### src/rtl/uft_pkg.sv
package uft_pkg;

    localparam int DATA_MAX = 8;
    localparam int FRAME_W  = DATA_MAX + 3;   // start + data + extra + parity
    localparam int CNT_W    = $clog2(FRAME_W + 1);
    localparam int STOP_W   = 3;

    typedef struct packed {
        logic [1:0] len_code;
        logic       par_on;
        logic [1:0] par_kind;
        logic       extra_on;
        logic       stop_long;
    } fmt_t;

    typedef enum logic [1:0] {
        ST_IDLE = 2'd0,
        ST_BITS = 2'd1,
        ST_STOP = 2'd2
    } tx_state_t;

    function automatic logic [CNT_W-1:0] data_count(input logic [1:0] code);
        return CNT_W'(5) + CNT_W'(code);
    endfunction

    function automatic logic parity_of(input logic [DATA_MAX-1:0] d,
                                       input logic [1:0] code,
                                       input logic [1:0] kind);
        logic [DATA_MAX-1:0] masked;
        masked = d & (8'hFF >> (2'd3 - code));
        case (kind)
            2'd0:    return ~(^masked);
            2'd1:    return ^masked;
            2'd2:    return 1'b1;
            default: return 1'b0;
        endcase
    endfunction

    function automatic logic [STOP_W-1:0] stop_halves(input logic [1:0] code,
                                                      input logic lng);
        if (!lng)           return STOP_W'(2);
        else if (code == 0) return STOP_W'(3);
        else                return STOP_W'(4);
    endfunction

endpackage

### src/rtl/uft_framer.sv
module uft_framer
    import uft_pkg::*;
(
    input  logic [DATA_MAX-1:0] data,
    input  logic                extra_val,
    input  fmt_t                fmt,
    output logic [FRAME_W-1:0]  frame,
    output logic [CNT_W-1:0]    nbits,
    output logic [STOP_W-1:0]   nstop
);
    logic [CNT_W-1:0] dlen;

    always_comb begin
        logic [CNT_W-1:0] pos;
        dlen  = data_count(fmt.len_code);
        frame = '1;
        frame[0] = 1'b0;
        for (int i = 0; i < DATA_MAX; i++) begin
            if (CNT_W'(i) < dlen) frame[i+1] = data[i];
        end
        pos = dlen + CNT_W'(1);
        if (fmt.extra_on) begin
            frame[pos] = extra_val;
            pos = pos + CNT_W'(1);
        end
        if (fmt.par_on) begin
            frame[pos] = parity_of(data, fmt.len_code, fmt.par_kind);
            pos = pos + CNT_W'(1);
        end
        nbits = pos;
        nstop = stop_halves(fmt.len_code, fmt.stop_long);
    end

    always_comb begin
        AST_FRAME_LEN: assert (nbits >= CNT_W'(6) && nbits <= CNT_W'(FRAME_W));
        AST_START_LOW: assert (frame[0] == 1'b0);
    end

endmodule

### src/rtl/uft_shifter.sv
module uft_shifter
    import uft_pkg::*;
(
    input  logic               clk,
    input  logic               rst,
    input  logic               start,
    input  logic               tick,
    input  logic [FRAME_W-1:0] frame,
    input  logic [CNT_W-1:0]   nbits,
    input  logic [STOP_W-1:0]  nstop,
    output logic               txd,
    output logic               busy,
    output logic               done
);
    tx_state_t          state;
    logic [FRAME_W-1:0] sh;
    logic [CNT_W-1:0]   bits_left;
    logic [STOP_W-1:0]  stop_left;
    logic               second_half;

    always_ff @(posedge clk) begin
        if (rst) begin
            state       <= ST_IDLE;
            sh          <= '1;
            bits_left   <= '0;
            stop_left   <= '0;
            second_half <= 1'b0;
            done        <= 1'b0;
        end else begin
            done <= 1'b0;
            unique case (state)
                ST_IDLE: if (start) begin
                    sh          <= frame;
                    bits_left   <= nbits;
                    stop_left   <= nstop;
                    second_half <= 1'b0;
                    state       <= ST_BITS;
                end
                ST_BITS: if (tick) begin
                    second_half <= ~second_half;
                    if (second_half) begin
                        sh <= {1'b1, sh[FRAME_W-1:1]};
                        if (bits_left == CNT_W'(1)) state <= ST_STOP;
                        else bits_left <= bits_left - CNT_W'(1);
                    end
                end
                ST_STOP: if (tick) begin
                    if (stop_left == STOP_W'(1)) begin
                        state <= ST_IDLE;
                        done  <= 1'b1;
                    end else begin
                        stop_left <= stop_left - STOP_W'(1);
                    end
                end
                default: state <= ST_IDLE;
            endcase
        end
    end

    assign busy = (state != ST_IDLE);
    assign txd  = (state == ST_BITS) ? sh[0] : 1'b1;

    AST_IDLE_HIGH: assert property (@(posedge clk) disable iff (rst)
        !busy |-> (txd && !$past(busy) |-> !done));
    AST_STOP_HIGH: assert property (@(posedge clk) disable iff (rst)
        (state == ST_STOP) |-> txd);
    AST_LINE_ON_TICK: assert property (@(posedge clk) disable iff (rst)
        ($past(busy) && !$past(tick)) |-> $stable(txd));
    AST_DONE_ONE: assert property (@(posedge clk) disable iff (rst)
        done |=> !done);
    AST_DONE_AT_END: assert property (@(posedge clk) disable iff (rst)
        done |-> (!busy && $past(busy)));
    AST_BUSY_HOLD: assert property (@(posedge clk) disable iff (rst)
        ($past(busy) && !$past(tick)) |-> busy);

endmodule

### src/rtl/uart_frame_tx.sv
module uart_frame_tx
    import uft_pkg::*;
(
    input  logic       clk,
    input  logic       rst,
    input  logic       load,
    input  logic [7:0] tx_data,
    input  logic       extra_val,
    input  logic       half_tick,
    input  logic [1:0] len_code,
    input  logic       par_on,
    input  logic [1:0] par_kind,
    input  logic       extra_on,
    input  logic       stop_long,
    output logic       txd,
    output logic       busy,
    output logic       done
);
    fmt_t               fmt;
    logic [FRAME_W-1:0] frame;
    logic [CNT_W-1:0]   nbits;
    logic [STOP_W-1:0]  nstop;
    logic               accept;

    assign fmt = '{len_code: len_code, par_on: par_on, par_kind: par_kind,
                   extra_on: extra_on, stop_long: stop_long};
    assign accept = load && !busy;

    uft_framer u_framer (
        .data      (tx_data),
        .extra_val (extra_val),
        .fmt       (fmt),
        .frame     (frame),
        .nbits     (nbits),
        .nstop     (nstop)
    );

    uft_shifter u_shifter (
        .clk   (clk),
        .rst   (rst),
        .start (accept),
        .tick  (half_tick),
        .frame (frame),
        .nbits (nbits),
        .nstop (nstop),
        .txd   (txd),
        .busy  (busy),
        .done  (done)
    );

    AST_LOAD_STARTS: assert property (@(posedge clk) disable iff (rst)
        accept |=> (busy && !txd));

endmodule

### config.mk
export PLATFORM = sky130hd
export DESIGN_NAME = uart_frame_tx
export DESIGN_NICKNAME = d
export VERILOG_FILES = /design/src/rtl/uft_pkg.sv /design/src/rtl/uft_framer.sv /design/src/rtl/uft_shifter.sv /design/src/rtl/uart_frame_tx.sv
export SDC_FILE = /design/constraint.sdc
export NUM_CORES = 1
export LEC_CHECK = 0
export ABC_AREA = 1
export BUFFER_PORTS_ARGS = -buffer_cell sky130_fd_sc_hd__buf_2
export CORE_MARGIN = 2
export CORE_UTILIZATION = 32
export DETAILED_ROUTE_END_ITERATION = 10
export PLACE_DENSITY = 0.56
export SLEW_MARGIN = 20
export SYNTH_ARGS = -nofsm -noshare
export SYNTH_HDL_FRONTEND = slang
export SYNTH_SLANG_ARGS = --single-unit
### constraint.sdc
create_clock -name clk -period 1.7 [get_ports clk]
set_input_delay 0.085 -clock clk [delete_from_list [all_inputs] [get_ports clk]]
set_output_delay 0.085 -clock clk [all_outputs]
set_load 0.01 [all_outputs]
==> summary by stage <==
Drt
The total DRC errors in the routed layout is 0. For this run, the detailed router's first-pass iteration total came to 4. After detailed routing, the average wire length per cell comes to 10.6 µm. Summing over every cut layer, the via total after detailed routing is 1989.

In this run the remaining antenna-violating nets after routing total 0. The DRC marker count from the first detailed-route iteration is 93. The total wirelength of the detailed-routed design is 4590 µm. Dividing the detail-routed via count by the number of cells gives 4.59.

Setup path
The worst setup path is captured at an output pin. The critical path start-end classification is reg -> out. The highest net fanout along the worst path is 8. The worst reg-to-reg setup slack is 270 ps.

For the worst setup path, the data required time is 1620 ps. STA classifies the critical path startpoint as a register. The arrival time reported for the critical path endpoint is 1440 ps.

Logic synthesis
The sequential share of the synthesized area is 22.5%. After synthesis the cells add up to 1960 µm². Synthesis produced 313 cells.

The number of warnings issued by yosys is 0. The number of nets produced by synthesis is 349. The average instance area after synthesis is 6.25 µm².

Counting flops with a built-in enable in the synthesized netlist gives 0. The number of synthesized register bits is 22. The prevailing post-synth register cell is dfxtp_1. The count of distinct cell types in the synthesized netlist is 36.

For this run, asynchronously set or reset flops after synthesis account for 0%.

Global routing
The first global-routing pass estimated 7550 µm of wire. The total overflow left after global routing is 0. The number of antenna violations at the first check in global routing was 0. Entering global routing, the biggest net connects 17 pins. The aggregate global-route resource usage is 14.2%. The via count of the first global-routing pass was 1678.

Layout
Measured on the finished design, the core utilization comes to 40.3%. Cells with a size suffix above 1 make up 24.0% of the layout. The growth of design area from synthesis to finish is 22.0%. After filler insertion, the fill cell instance count of the layout stands at 631.

The area taken by flip-flops and latches is 442 µm². The count of inserted antenna diode cells is 0. The cell area after layout is 2390 µm². The total number of nets in the final design is 395.

The multi-input combinational cells in the finished layout cover a total of 1310 µm².

Status
The flow ran to the end, and the final reports show no timing, DRC or antenna violations.

STA
The max-slew violation count came to 0. Subtracting the final worst setup slack from the clock period gives 1520 ps. For the pin with the worst max-slew slack, the measured transition is 314 ps. Setup repair after global routing left no endpoint under its margin. Of the available clock period, the critical path in the final layout requires 89.6%. The final worst clock skew is 5.74 ps. Setup violations remaining at the end of the flow were counted as 0. The hold violation count in the final report is 0.

The fmax is 657 MHz. The worst-case setup margin in the final layout is 177 ps. The worst relative slew slack is 79.1%.

Floorplan
The initial standard-cell utilization of the core is 33.1%. The die covers 6760 µm². The width of the die is 82.2 µm.

In this run the core area contains 28 standard-cell rows. In this run the vertical extent of the chip is 82.2 µm. The placeable core area is 5920 µm².

The boundary pin count is 23.

Pwr
In this run the static leakage power is 1.19 nW. The ratio of total power to cell area is 1240 nW/µm². The completed layout was analyzed and its total power is 2.97 mW. The largest voltage drop on the vdd net is 0.588 mV.

Placement
Timing analysis after detailed placement gives a worst setup slack of -154 ps. Detailed placement finished with a half-perimeter wire length of 3710 µm. In this run the tool buffered the top-level ports with 22 buffer cells. The standard cell area after detailed placement is 2310 µm². At the end of routability-driven placement, the weighted congestion stood at 0.855.

Clock tree
The CTS tree is yes. Clock tree synthesis selected as its root buffer the cell clkbuf_8. In this run, CTS created clock tree buffers numbering 3.

The clock input transition at the sequential cells of the worst setup and hold paths is 80 ps. The clock net sink count is 22. The clock passes through at most 2 buffers. Clock latency on the worst-skew pair, taken at its later pin, is 270 ps.

The H-tree depth reported by CTS is 1.

Job
The max-cap check violation count is 0.

Hold path
The path class of the tightest hold or removal check is in -> reg.
## area by class of cell
cell class	instances	area share, %
repair buffers	47	12.5
clock inverters	1	1.26
well taps	75	3.93
multi-input cells	239	54.8
flip-flops and latches	22	18.5
clock buffers	3	1.73
inverters	46	7.34
## synth_stat cells, types with 2 or more instances
cell	instances	area [µm²]
nor2_1	35	131
inv_2	9	33.8
a211oi_1	2	15.0
buf_2	3	15.0
xor2_1	2	17.5
a21oi_1	30	150
nor2_2	2	12.5
dfxtp_1	22	440
or2_2	2	12.5
ha_1	16	200
nand3b_1	2	15.0
nand2_4	2	22.5
clkbuf_1	2	7.51
nand2_2	4	25.0
nand3_1	13	65.1
nor3_1	5	25.0
nand3_2	4	40.0
nor2_4	2	22.5
inv_1	36	135
o21ai_1	2	10.0
a31oi_1	3	18.8
o21ai_0	18	90.1
o21ai_2	3	26.3
nand2_1	82	308
## logic make-up after synthesis
family / synth area share (%)
compound gates: 19.0
xor+xnor: 1.73
buf+inv: 10.7
fa+ha+maj: 10.2
simple gates: 35.9
flops: 22.5
## power by group
group,switching [mW],leakage (nW),internal [mW]
logic,0.978,0.973,0.630
registers,0.144,0.182,0.726
clock network,0.177,0.0357,0.315
## final timing paths
kind	startpoint	cells after the start	end
min reg2reg	u_shifter.sh[3]	2	u_shifter.sh[3]
max	u_shifter.state[0]	5	txd
max reg2reg	u_shifter.state[0]	7	u_shifter.bits_left[3]
min	half_tick	3	u_shifter.done
## critical path, cell delays in order, from the launching register on
cell and delay [ps]:
dfxtp_2 380, inv_2 80, nor2_4 120, inv_1 150, or2_2 300, buf_2 140
## layer usage
| metal | vias to the layer above | routed length [µm] | share of wire (%) | GRT usage (%) |
|---|---|---|---|---|
| li1 | 1099 | - | - | - |
| met3 | 2 | 108 | 2.4 | 2.07 |
| met5 | - | 0 | 0 | 0 |
| met2 | 15 | 2160 | 47 | 24.4 |
| met1 | 873 | 2300 | 50 | 19.2 |
| met4 | 0 | 19 | 0.41 | 1.50 |
## flip-flops by register name (all words and copies together), names as in the netlist
| name | flops |
|---|---|
| u_shifter.sh | 11 |
| u_shifter.bits_left | 4 |
| u_shifter.stop_left | 3 |
| u_shifter.state | 2 |
| u_shifter.done | 1 |
| u_shifter.second_half | 1 |
## layout by cell type (no fill, tap or decap), types with 10 or more instances in the layout
cell type	instances
nand2_1	82
inv_1	35
nor2_1	35
a21oi_1	30
buf_4	25
buf_2	22
dfxtp_1	21
o21ai_0	17
ha_1	16
nand3_1	13
inv_2	10
## repair_timing
action / 4_1_cts / 5_1_grt
gates resized for setup: 0 / 3
endpoints found under the setup margin: 0 / 5
hold buffers: 0 / 0
buffers inserted: 0 / 1
## stage by stage
| stage | instances | hold slack [ps] | setup TNS, ps |
|---|---|---|---|
| after floorplan | 313 | 252 | 0 |
| after global placement | 428 | 411 | -696 |
| after detailed placement | 428 | 408 | -1020 |
| after CTS | 432 | 121 | 0 |
| after global routing | 433 | 138 | 0 |
| final | 433 | 126 | 0 |
(Power assumes the default switching activity.)
